==> src/rtl/defl_ei_pkg.sv <==
package defl_ei_pkg;
  localparam int COORD_W = 3;
  localparam int AGE_W   = 4;
  localparam int DATA_W  = 8;
  localparam int FLIT_W  = 2 * COORD_W + AGE_W + DATA_W;

  typedef struct packed {
    logic [COORD_W-1:0] dx;
    logic [COORD_W-1:0] dy;
    logic [AGE_W-1:0]   age;
    logic [DATA_W-1:0]  data;
  } flit_t;
endpackage

==> src/rtl/defl_oldest_pick.sv <==
module defl_oldest_pick import defl_ei_pkg::*; #(
  parameter int NP = 4,
  localparam int IW = (NP > 1) ? $clog2(NP) : 1
) (
  input  logic [NP-1:0]            cand,
  input  logic [NP-1:0][AGE_W-1:0] age,
  output logic                     hit,
  output logic [IW-1:0]            idx
);
  logic [AGE_W-1:0] best;
  always_comb begin
    hit  = 1'b0;
    idx  = '0;
    best = '0;
    for (int i = 0; i < NP; i++) begin
      // strict compare keeps the lower index on a tie
      if (cand[i] && (!hit || age[i] > best)) begin
        hit  = 1'b1;
        idx  = IW'(i);
        best = age[i];
      end
    end
  end
endmodule

==> src/rtl/defl_low_free.sv <==
module defl_low_free #(
  parameter int NP = 4,
  localparam int IW = (NP > 1) ? $clog2(NP) : 1
) (
  input  logic [NP-1:0] mask,
  output logic          hit,
  output logic [IW-1:0] idx
);
  always_comb begin
    hit = |mask;
    idx = '0;
    for (int i = NP - 1; i >= 0; i--) begin
      if (mask[i]) idx = IW'(i);
    end
  end
endmodule

==> src/rtl/defl_eject_inject.sv <==
module defl_eject_inject import defl_ei_pkg::*; #(
  parameter int NPORTS       = 4,
  parameter int STARVE_LIMIT = 3
) (
  input  logic                          clk,
  input  logic                          rst_n,
  input  logic [COORD_W-1:0]            node_x,
  input  logic [COORD_W-1:0]            node_y,
  input  logic [NPORTS-1:0]             in_valid,
  input  logic [NPORTS-1:0][FLIT_W-1:0] in_flit,
  input  logic                          sb_valid,
  input  logic [FLIT_W-1:0]             sb_flit,
  output logic                          sb_ready,
  input  logic                          inj_valid,
  input  logic [FLIT_W-1:0]             inj_flit,
  output logic                          inj_ready,
  output logic                          ej_valid,
  output logic [FLIT_W-1:0]             ej_flit,
  output logic                          disp_valid,
  output logic [FLIT_W-1:0]             disp_flit,
  output logic [NPORTS-1:0]             out_valid,
  output logic [NPORTS-1:0][FLIT_W-1:0] out_flit
);
  localparam int IW = (NPORTS > 1) ? $clog2(NPORTS) : 1;
  localparam int CW = $clog2(STARVE_LIMIT + 1);
  localparam logic [CW-1:0] LIMIT = CW'(STARVE_LIMIT);

  flit_t                        slot_f [NPORTS];
  logic [NPORTS-1:0]            is_local;
  logic [NPORTS-1:0][AGE_W-1:0] age_v;

  for (genvar g = 0; g < NPORTS; g++) begin : g_slot
    assign slot_f[g]   = flit_t'(in_flit[g]);
    assign is_local[g] = in_valid[g] && (slot_f[g].dx == node_x) && (slot_f[g].dy == node_y);
    assign age_v[g]    = slot_f[g].age;
  end

  // ejection choice
  logic          ej_hit;
  logic [IW-1:0] ej_idx;
  defl_oldest_pick #(.NP(NPORTS)) u_eject (
    .cand(is_local), .age(age_v), .hit(ej_hit), .idx(ej_idx)
  );

  logic [NPORTS-1:0] free_v, free_rest;
  always_comb begin
    free_v = ~in_valid;
    if (ej_hit) free_v[ej_idx] = 1'b1;
  end

  // side-buffer injector, ahead of the local one
  logic          f1_hit, f2_hit;
  logic [IW-1:0] f1_idx, f2_idx;
  defl_low_free #(.NP(NPORTS)) u_free_sb (.mask(free_v), .hit(f1_hit), .idx(f1_idx));

  logic [CW-1:0] starve_cnt;
  logic          starved, sb_take, redirect, inj_take;
  assign starved  = (starve_cnt == LIMIT);
  assign sb_ready = f1_hit || starved;
  assign sb_take  = sb_valid && sb_ready;
  assign redirect = sb_take && !f1_hit;

  always_comb begin
    free_rest = free_v;
    if (sb_take && f1_hit) free_rest[f1_idx] = 1'b0;
  end

  defl_low_free #(.NP(NPORTS)) u_free_loc (.mask(free_rest), .hit(f2_hit), .idx(f2_idx));
  assign inj_ready = f2_hit;
  assign inj_take  = inj_valid && f2_hit;

  // next slot vector
  logic [NPORTS-1:0] nxt_v;
  flit_t             nxt_f [NPORTS];
  always_comb begin
    for (int i = 0; i < NPORTS; i++) begin
      nxt_v[i] = in_valid[i] && !(ej_hit && ej_idx == IW'(i));
      nxt_f[i] = slot_f[i];
    end
    if (sb_take) begin
      nxt_v[f1_hit ? f1_idx : '0] = 1'b1;
      nxt_f[f1_hit ? f1_idx : '0] = flit_t'(sb_flit);
    end
    if (inj_take) begin
      nxt_v[f2_idx] = 1'b1;
      nxt_f[f2_idx] = flit_t'(inj_flit);
    end
    for (int i = 0; i < NPORTS; i++) begin
      if (nxt_f[i].age != '1) nxt_f[i].age = nxt_f[i].age + 1'b1;
    end
  end

  always_ff @(posedge clk or negedge rst_n) begin
    if (!rst_n) begin
      starve_cnt <= '0;
      out_valid  <= '0;
      out_flit   <= '0;
      ej_valid   <= 1'b0;
      ej_flit    <= '0;
      disp_valid <= 1'b0;
      disp_flit  <= '0;
    end else begin
      starve_cnt <= (sb_valid && !sb_ready) ? starve_cnt + 1'b1 : '0;
      out_valid  <= nxt_v;
      for (int i = 0; i < NPORTS; i++) out_flit[i] <= nxt_f[i];
      ej_valid   <= ej_hit;
      ej_flit    <= in_flit[ej_idx];
      disp_valid <= redirect;
      disp_flit  <= in_flit[0];
    end
  end
endmodule

==> config.mk <==
export PLATFORM = sky130hd
export DESIGN_NAME = defl_eject_inject
export DESIGN_NICKNAME = d
export VERILOG_FILES = /design/src/rtl/defl_ei_pkg.sv /design/src/rtl/defl_oldest_pick.sv /design/src/rtl/defl_low_free.sv /design/src/rtl/defl_eject_inject.sv
export SDC_FILE = /design/constraint.sdc
export NUM_CORES = 1
export LEC_CHECK = 0
export BUFFER_PORTS_ARGS = -buffer_cell sky130_fd_sc_hd__buf_2
export CAP_MARGIN = 10
export CELL_PAD_IN_SITES_DETAIL_PLACEMENT = 1
export CELL_PAD_IN_SITES_GLOBAL_PLACEMENT = 1
export CORE_MARGIN = 2
export CORE_UTILIZATION = 23
export CTS_BUF_LIST = sky130_fd_sc_hd__clkbuf_8 sky130_fd_sc_hd__clkbuf_16
export DETAILED_ROUTE_END_ITERATION = 16
export PLACE_DENSITY_LB_ADDON = 0.12
export SLEW_MARGIN = 30
export SYNTH_ARGS = -nofsm -noshare
export SYNTH_HDL_FRONTEND = slang
export SYNTH_HIERARCHICAL = 1
export SYNTH_SLANG_ARGS = --single-unit
==> constraint.sdc <==
create_clock -name clk -period 9.2 [get_ports clk]
set_input_delay 1.38 -clock clk [delete_from_list [all_inputs] [get_ports clk]]
set_output_delay 1.38 -clock clk [all_outputs]
set_load 0.02 [all_outputs]
# Word level (Yosys, flattened, before mapping)
# Cells that the tools add are included.
[totals] regBits=116 inputBits=122 wordCells=146
[op_classes] add_sub_neg=5 n_lt_le_gt_ge=15 eq_ne=16 muxes=46 bitwise_logic=8 n_reduce_logical=46
[ops] operator="72-bit bitwise mux" count=2
[ops] operator="72-bit 2-to-1 mux" count=2
[ops] operator="18-bit demux with 2-bit select" count=2
[ops] operator="18-bit 2-to-1 mux" count=3
[ops] operator="4-bit 2-to-1 mux" count=11
[ops] operator="18-bit binary-select mux with 2-bit select" count=1
[ops] operator="1-bit logical AND" count=30
[ops] operator="3-bit equality test" count=8
[ops] operator="2-bit 2-to-1 mux" count=12
[ops] operator="4-bit by 1-bit adder with 4-bit output (second input constant)" count=4
[ops] operator="4-bit != test (second input constant)" count=4
[ops] operator="4-bit > comparator" count=3
[ops] operator="2-bit by 3-bit less-than comparator with 1-bit output (second input constant)" count=4
[ops] operator="4-bit OR" count=3
[ops] operator="1-bit logical NOT" count=9
[ops] operator="1-bit 2-to-1 mux" count=9
[ops] operator="1-bit demux with 2-bit select" count=4
[ops] operator="2-bit by 1-bit >= comparator with 1-bit output (second input constant)" count=4
[ops] operator="4-bit inverter" count=2
[ops] operator="4-bit OR reduction" count=2
[ops] operator="2-bit equality test (second input constant)" count=3
[ops] operator="3-bit >= comparator (second input constant)" count=2
[ops] operator="3-bit by 1-bit less-than comparator with 1-bit output (second input constant)" count=2
[ops] operator="2-bit inverter with 3-bit output" count=2
[ops] operator="other kinds (5)" count=8

# Depth between registers and ports, before layout
[depth] word_depth=46 mapped_depth=40 ltp_nobuf=35

# By module
# Netlist, hierarchy kept.
[by_module_without_submodules] mod="defl_eject_inject" instances=1 cells_per_inst=481 area_per_inst_um2=5637.9 seq_area_each_um2=2902.8
[by_module_without_submodules] mod="defl_oldest_pick" instances=1 cells_per_inst=60 area_per_inst_um2=475.5 seq_area_each_um2=0.0
[by_module_without_submodules] mod="defl_low_free" instances=2 cells_per_inst=7 area_per_inst_um2=35.0 seq_area_each_um2=0.0

# Worst setup path after synthesis
# No wires, ideal clock.
[synth_timing] path_kind="in2reg" from="input port node_x[1]" to="register out_flit[9] in the netlist's numbering" setup_ns=0.125 t_arrival_ns=8.816 t_required_ns=9.075 slack_ns=0.259 path_stages=38 n_path_buf=6 cell_sequence="clkbuf_1 -> xnor2_1 -> nand4_1 -> nor4_1 -> buf_4 -> nand2_1 -> ha_1 -> nand2_1 -> o21bai_1 -> a21oi_2 -> mux2_4 -> ha_1 -> nor2b_1 -> o211ai_1 -> a21oi_2 -> mux2_2 -> ha_1 -> nor2b_1 -> [2 not listed] -> o21ai_0 -> nand2b_1 -> buf_1 -> o21ai_0 -> nor3_1 -> nand4b_1 -> buf_2 -> buf_2 -> and2_1 -> nor2_1 -> nand2_1 -> and4bb_1 -> clkbuf_1 -> nor2_1 -> a211oi_4 -> ha_1 -> nand3_1 -> mux2_4"
[synth_rtl] element="from (decl)" line_no="defl_eject_inject.sv:7" rtl="input logic [COORD_W-1:0] node_x,"
[synth_rtl] element="to (signal assigned)" line_no="defl_eject_inject.sv:97" rtl="out_flit <= '0;"
[synth_rtl] element="to (decl)" line_no="defl_eject_inject.sv:22" rtl="output logic [NPORTS-1:0][FLIT_W-1:0] out_flit"

# Worst setup path in the final report
[layout_timing] from="input port node_y[1]" to="output port inj_ready"
[layout_between] elab_cells_between_ends=54 classes_between="order compare (7); eq/ne (4); mux (20); bitwise (3); reduce/logical (20)"
[layout_rtl] element="from (decl)" line_no="defl_eject_inject.sv:8" rtl="input logic [COORD_W-1:0] node_y,"
[layout_rtl] element="3-bit equality test *" line_no="defl_eject_inject.sv:34" rtl="assign is_local[g] = in_valid[g] && (slot_f[g].dx == node_x) && (slot_f[g].dy == node_y);"
[layout_rtl] element="1-bit logical AND *" line_no="defl_eject_inject.sv:34"
[layout_rtl] element="via is_local[0]" line_no="defl_eject_inject.sv:29" rtl="logic [NPORTS-1:0] is_local;"
[layout_rtl] element="4-bit 2-to-1 mux or 1-bit 2-to-1 mux (tied branches)" line_no="defl_oldest_pick.sv:17" rtl="if (cand[i] && (!hit || age[i] > best)) begin"
[layout_rtl] element="4-bit > comparator or 1-bit logical NOT (tied branches)" line_no="defl_oldest_pick.sv:17"
[layout_rtl] element="1-bit logical OR" line_no="defl_oldest_pick.sv:17"
[layout_rtl] element="1-bit logical AND" line_no="defl_oldest_pick.sv:17"
[layout_rtl] element="4-bit 2-to-1 mux or 1-bit 2-to-1 mux (tied branches)" line_no="defl_oldest_pick.sv:17"
[layout_rtl] element="[8 not listed]"
[layout_rtl] element="via ej_idx[1]" line_no="defl_eject_inject.sv:40" rtl="logic [IW-1:0] ej_idx;"
[layout_rtl] element="[6 not listed]"
[layout_rtl] element="via free_v[0]" line_no="defl_eject_inject.sv:45" rtl="logic [NPORTS-1:0] free_v, free_rest;"
[layout_rtl] element="4-bit OR reduction *" line_no="defl_low_free.sv:10" rtl="hit = |mask;"
[layout_rtl] element="via f1_hit" line_no="defl_eject_inject.sv:52" rtl="logic f1_hit, f2_hit;"
[layout_rtl] element="1-bit logical OR" line_no="defl_eject_inject.sv:59" rtl="assign sb_ready = f1_hit || starved;"
[layout_rtl] element="1-bit logical AND" line_no="defl_eject_inject.sv:60" rtl="assign sb_take = sb_valid && sb_ready;"
[layout_rtl] element="1-bit logical AND *" line_no="defl_eject_inject.sv:65" rtl="if (sb_take && f1_hit) free_rest[f1_idx] = 1'b0;"
[layout_rtl] element="4-bit 2-to-1 mux *" line_no="defl_eject_inject.sv:65"
[layout_rtl] element="via free_rest[2]" line_no="defl_eject_inject.sv:45"
[layout_rtl] element="4-bit OR reduction *" line_no="defl_low_free.sv:10"
[layout_rtl] element="to (decl)" line_no="defl_eject_inject.sv:16" rtl="output logic inj_ready,"
# The timed path passes the listed nets; every way through them passes the cells marked *.

==> metrics.md <==
| Metric | Value |
|---|---|
| Run status | `finished, final reports clean` |
| Clock power frac | `0.443` |
| Logic pwr share | `0.213` |
| Yosys top cell by area | `dfrtp_1` |
| Placer Congestion | `0.840` |
| Worst Tran Pin Value | `0.873 ns` |
| Hold Crit Start | `starve_cnt[0]` |
| DRT Pass-1 Iters | `4` |
| Fin util | `0.323` |
| Cell with the most instances after synthesis | `dfrtp_1` |
| Top delay family on crit path | `simple AND/OR/NAND/NOR gates` |
| Die Span X | `168 um` |
| Num CTS Buffers | `17` |
| Routed WL | `24700 um` |
| Root Buffer | `clkbuf_16` |
| Max frequency | `0.113 GHz` |
| # setup viols final | `0` |
| Clk_lat worst skew | `0.42 ns` |
| Ys Warns | `6` |
| Synthesized flop and latch total | `116` |
| Worst Path Arrival | `7.46 ns` |
| Largest net degree at the start of global routing | `63` |
| Hold EP | `starve_cnt[0]` |
| Post-route clock period utilization | `0.961` |
| First-pass GRT wire length | `36700 um` |
| Pleak | `4.27 nW` |
| Net load switching power | `0.512 mW` |
| Layout Skew | `0.00855 ns` |
| Initial Utilization | `0.232` |
| Setup_tns | `0 ns` |
| Worst-case reg-to-reg path depth | `7` |
| Ys async rst share | `1.00` |
| Vias in the first global route | `5940` |
| Clock sinks | `116` |
| Longest Clk Path Bufs | `2` |
| Final-report max-slew violation count | `0` |
| Final instance area | `0.00860 mm2` |
| Inserted Diodes | `0` |
| Final setup margin | `0.360 ns` |
| Max cap viols | `0` |
| Dominant cells by area after synthesis | `dfrtp_1 (47%), mux2i_1 (12%), mux4_2 (6.6%), nor2_1 (4.0%), a21oi_1 (4.0%)` |
| CTS Hold Bufs | `0` |
| Synth Net Count | `694` |
| Critical path's largest stage delay | `0.38 ns` |
| Final ANT Viol Nets | `0` |
| Worst R2R Setup Slack | `6.82 ns` |
| CP required | `7.82 ns` |
| Crit path kind | `in2out` |
| CP Capture Type | `output pin` |
| Synthesized instance count | `555` |
| Critical path fanouts, max | `8` |
| Layout cells sized above 1 | `0.420` |
| Vias per cell | `4.70` |
| Pint | `1.16 mW` |
| Min Tclk post-route | `8.84 ns` |
| Startpoint Class | `primary input` |
| Mapped Avg Cell Area | `11.1 um2` |
| Port bufs | `237` |
| Area Growth Syn to Fin | `39.0%` |
| Final std cells w/o fill | `1171` |
| Hold_ws | `0.432 ns` |
| Final Hold Viols | `0` |
| Clock transition at the registers of the reported paths | `0.05 ns` |
| Routed wire per std cell | `21.1 um` |
| Peak supply drop | `0.100 mV` |
| Predominant post-synthesis flop cell | `dfrtp_1` |
| Post-synth top area share | `0.469` |
| Final nets | `956` |
| Rows | `60` |
| Cell Pwr Density | `195 mW/mm2` |
| Post-DP HPWL | `18400 um` |
| Area after DPL | `0.00787 mm2` |
| Total GRT Usage | `0.175` |
| Placed Cells | `1131` |
| Vias | `5506` |
| Library cells used by synthesis | `47` |
| Die H | `168 um` |
| Top cells by count, synth | `dfrtp_1 (116), mux2i_1 (72), nor2_1 (66), a21oi_1 (49), nand2_1 (26)` |
| Slowest-stage cell, CP | `mux2_2` |
| CTS tree | `done` |
| GR Overflow Total | `0` |
| WHS Path Cells | `1` |
| RR Startpoint | `starve_cnt[0]` |
| RR Endpoint | `out_flit[9]` |
| Initial antenna violation count | `1` |
| Die footprint | `0.0282 mm2` |
| Initial DRC Count | `234` |
| Flop pwr share | `0.344` |
| Pre-CTS setup slack | `-0.0746 ns` |
| Core Region | `0.0267 mm2` |
| Switching part of the total | `0.306` |
| Top Ports | `238` |
| Mapped Area | `0.00618 mm2` |
| Hold/Removal Path Class | `reg2reg` |
| Post-synth EDFFs | `0` |
| # H-tree levels | `4` |
| Tot Pwr | `1.68 mW` |
| Slew margin rel. | `0.418` |
| Buf+Inv Stages, Crit Path | `6` |
| Register area share after synthesis | `0.469` |
| DRC Markers | `0` |
-- cells in the final DEF, fill, tap and decap left out, drive strengths merged, types with 6 or more instances in the layout --
master  netlist  final
dfrtp       116    116
mux4         18     18
mux2i        72     72
mux2         18     18
nor4          8      8
o21ai        23     23
xnor2        15     15
xor2         13     13
a21oi        53     53
buf          14    272
nand4         7      7
nand2        26     26
clkbuf       15     19
ha           17     17
nand3         7      7
inv          19     23
nor2         66     66
a211oi        6      6
-- cell families after synthesis --
family | count (synthesis) | share of synthesized area
AND/OR/NAND/NOR | 147 | 0.116
flip-flops | 116 | 0.469
multiplexers | 108 | 0.218
AO/OA/AOI/OAI | 91 | 0.0882
buffers and inverters | 48 | 0.0340
XOR/XNOR | 28 | 0.0397
adder cells (fa/ha/maj) | 17 | 0.0344
-- worst reg2reg max path, cell delays in order, from the launching register on --
cell and delay (ns):
dfrtp_1 0.38, ha_1 0.21, and3b_1 0.29, or2_4 0.34
a211oi_2 0.29, ha_1 0.27, nand3_1 0.15, mux2_4 0.33
-- what timing repair did --
action                                  4_1_cts  5_1_grt
resized for setup                             0        7
hold endpoints to repair                      0        0
setup buffers                                 0        8
endpoints found under the setup margin        0       16
-- state kept, by name, indices dropped and copies added (netlist names) --
name,flops
out_flit,72
disp_flit,18
ej_flit,18
out_valid,4
starve_cnt,2
disp_valid,1
ej_valid,1
-- metal layers --
layer / GRT usage / vias to the layer above / share of wire
met2: 0.284 / 201 / 0.47
met5: 0 / - / 0.00053
li1: - / 2490 / -
met4: 0.0582 / 2 / 0.022
met3: 0.0404 / 33 / 0.051
met1: 0.230 / 2780 / 0.45
-- power by group through the flow --
stage / Sequential [mW] / Clock [mW] / Combinational [mW]
3_5_place_dp: 0.586 / 0 / 0.360
3_3_place_gp: 0.586 / 0 / 0.355
6_report: 0.578 / 0.742 / 0.357
2_1_floorplan: 0.654 / 0 / 0.123
5_1_grt: 0.582 / 0.786 / 0.387
4_1_cts: 0.578 / 0.764 / 0.362
-- worst max path at each step --
stage                      startpoint           to  slack, ns  cells past startpoint
after floorplan             node_x[1]  out_flit[9]       0.26                     38
after global placement    in_flit[13]  out_flit[9]       0.34                     37
after detailed placement  in_flit[16]  out_flit[9]      -0.07                     37
after CTS                 in_flit[13]    inj_ready     0.0009                     31
after global routing      in_flit[16]    inj_ready      -0.01                     33
final                       node_y[1]    inj_ready       0.36                     33
-- layout make-up --
type                            instances  area, um2
Sequential cell                       116       2900
Multi-Input combinational cell        391       3100
Inverter                               19       71.3
Clock buffer                           19        453
Tap cell                              341        427
Fill cell                            3051      18100
Timing Repair Buffer                  272       1450
Clock inverter                         13        194
Power figures use the tool's default switching activity.
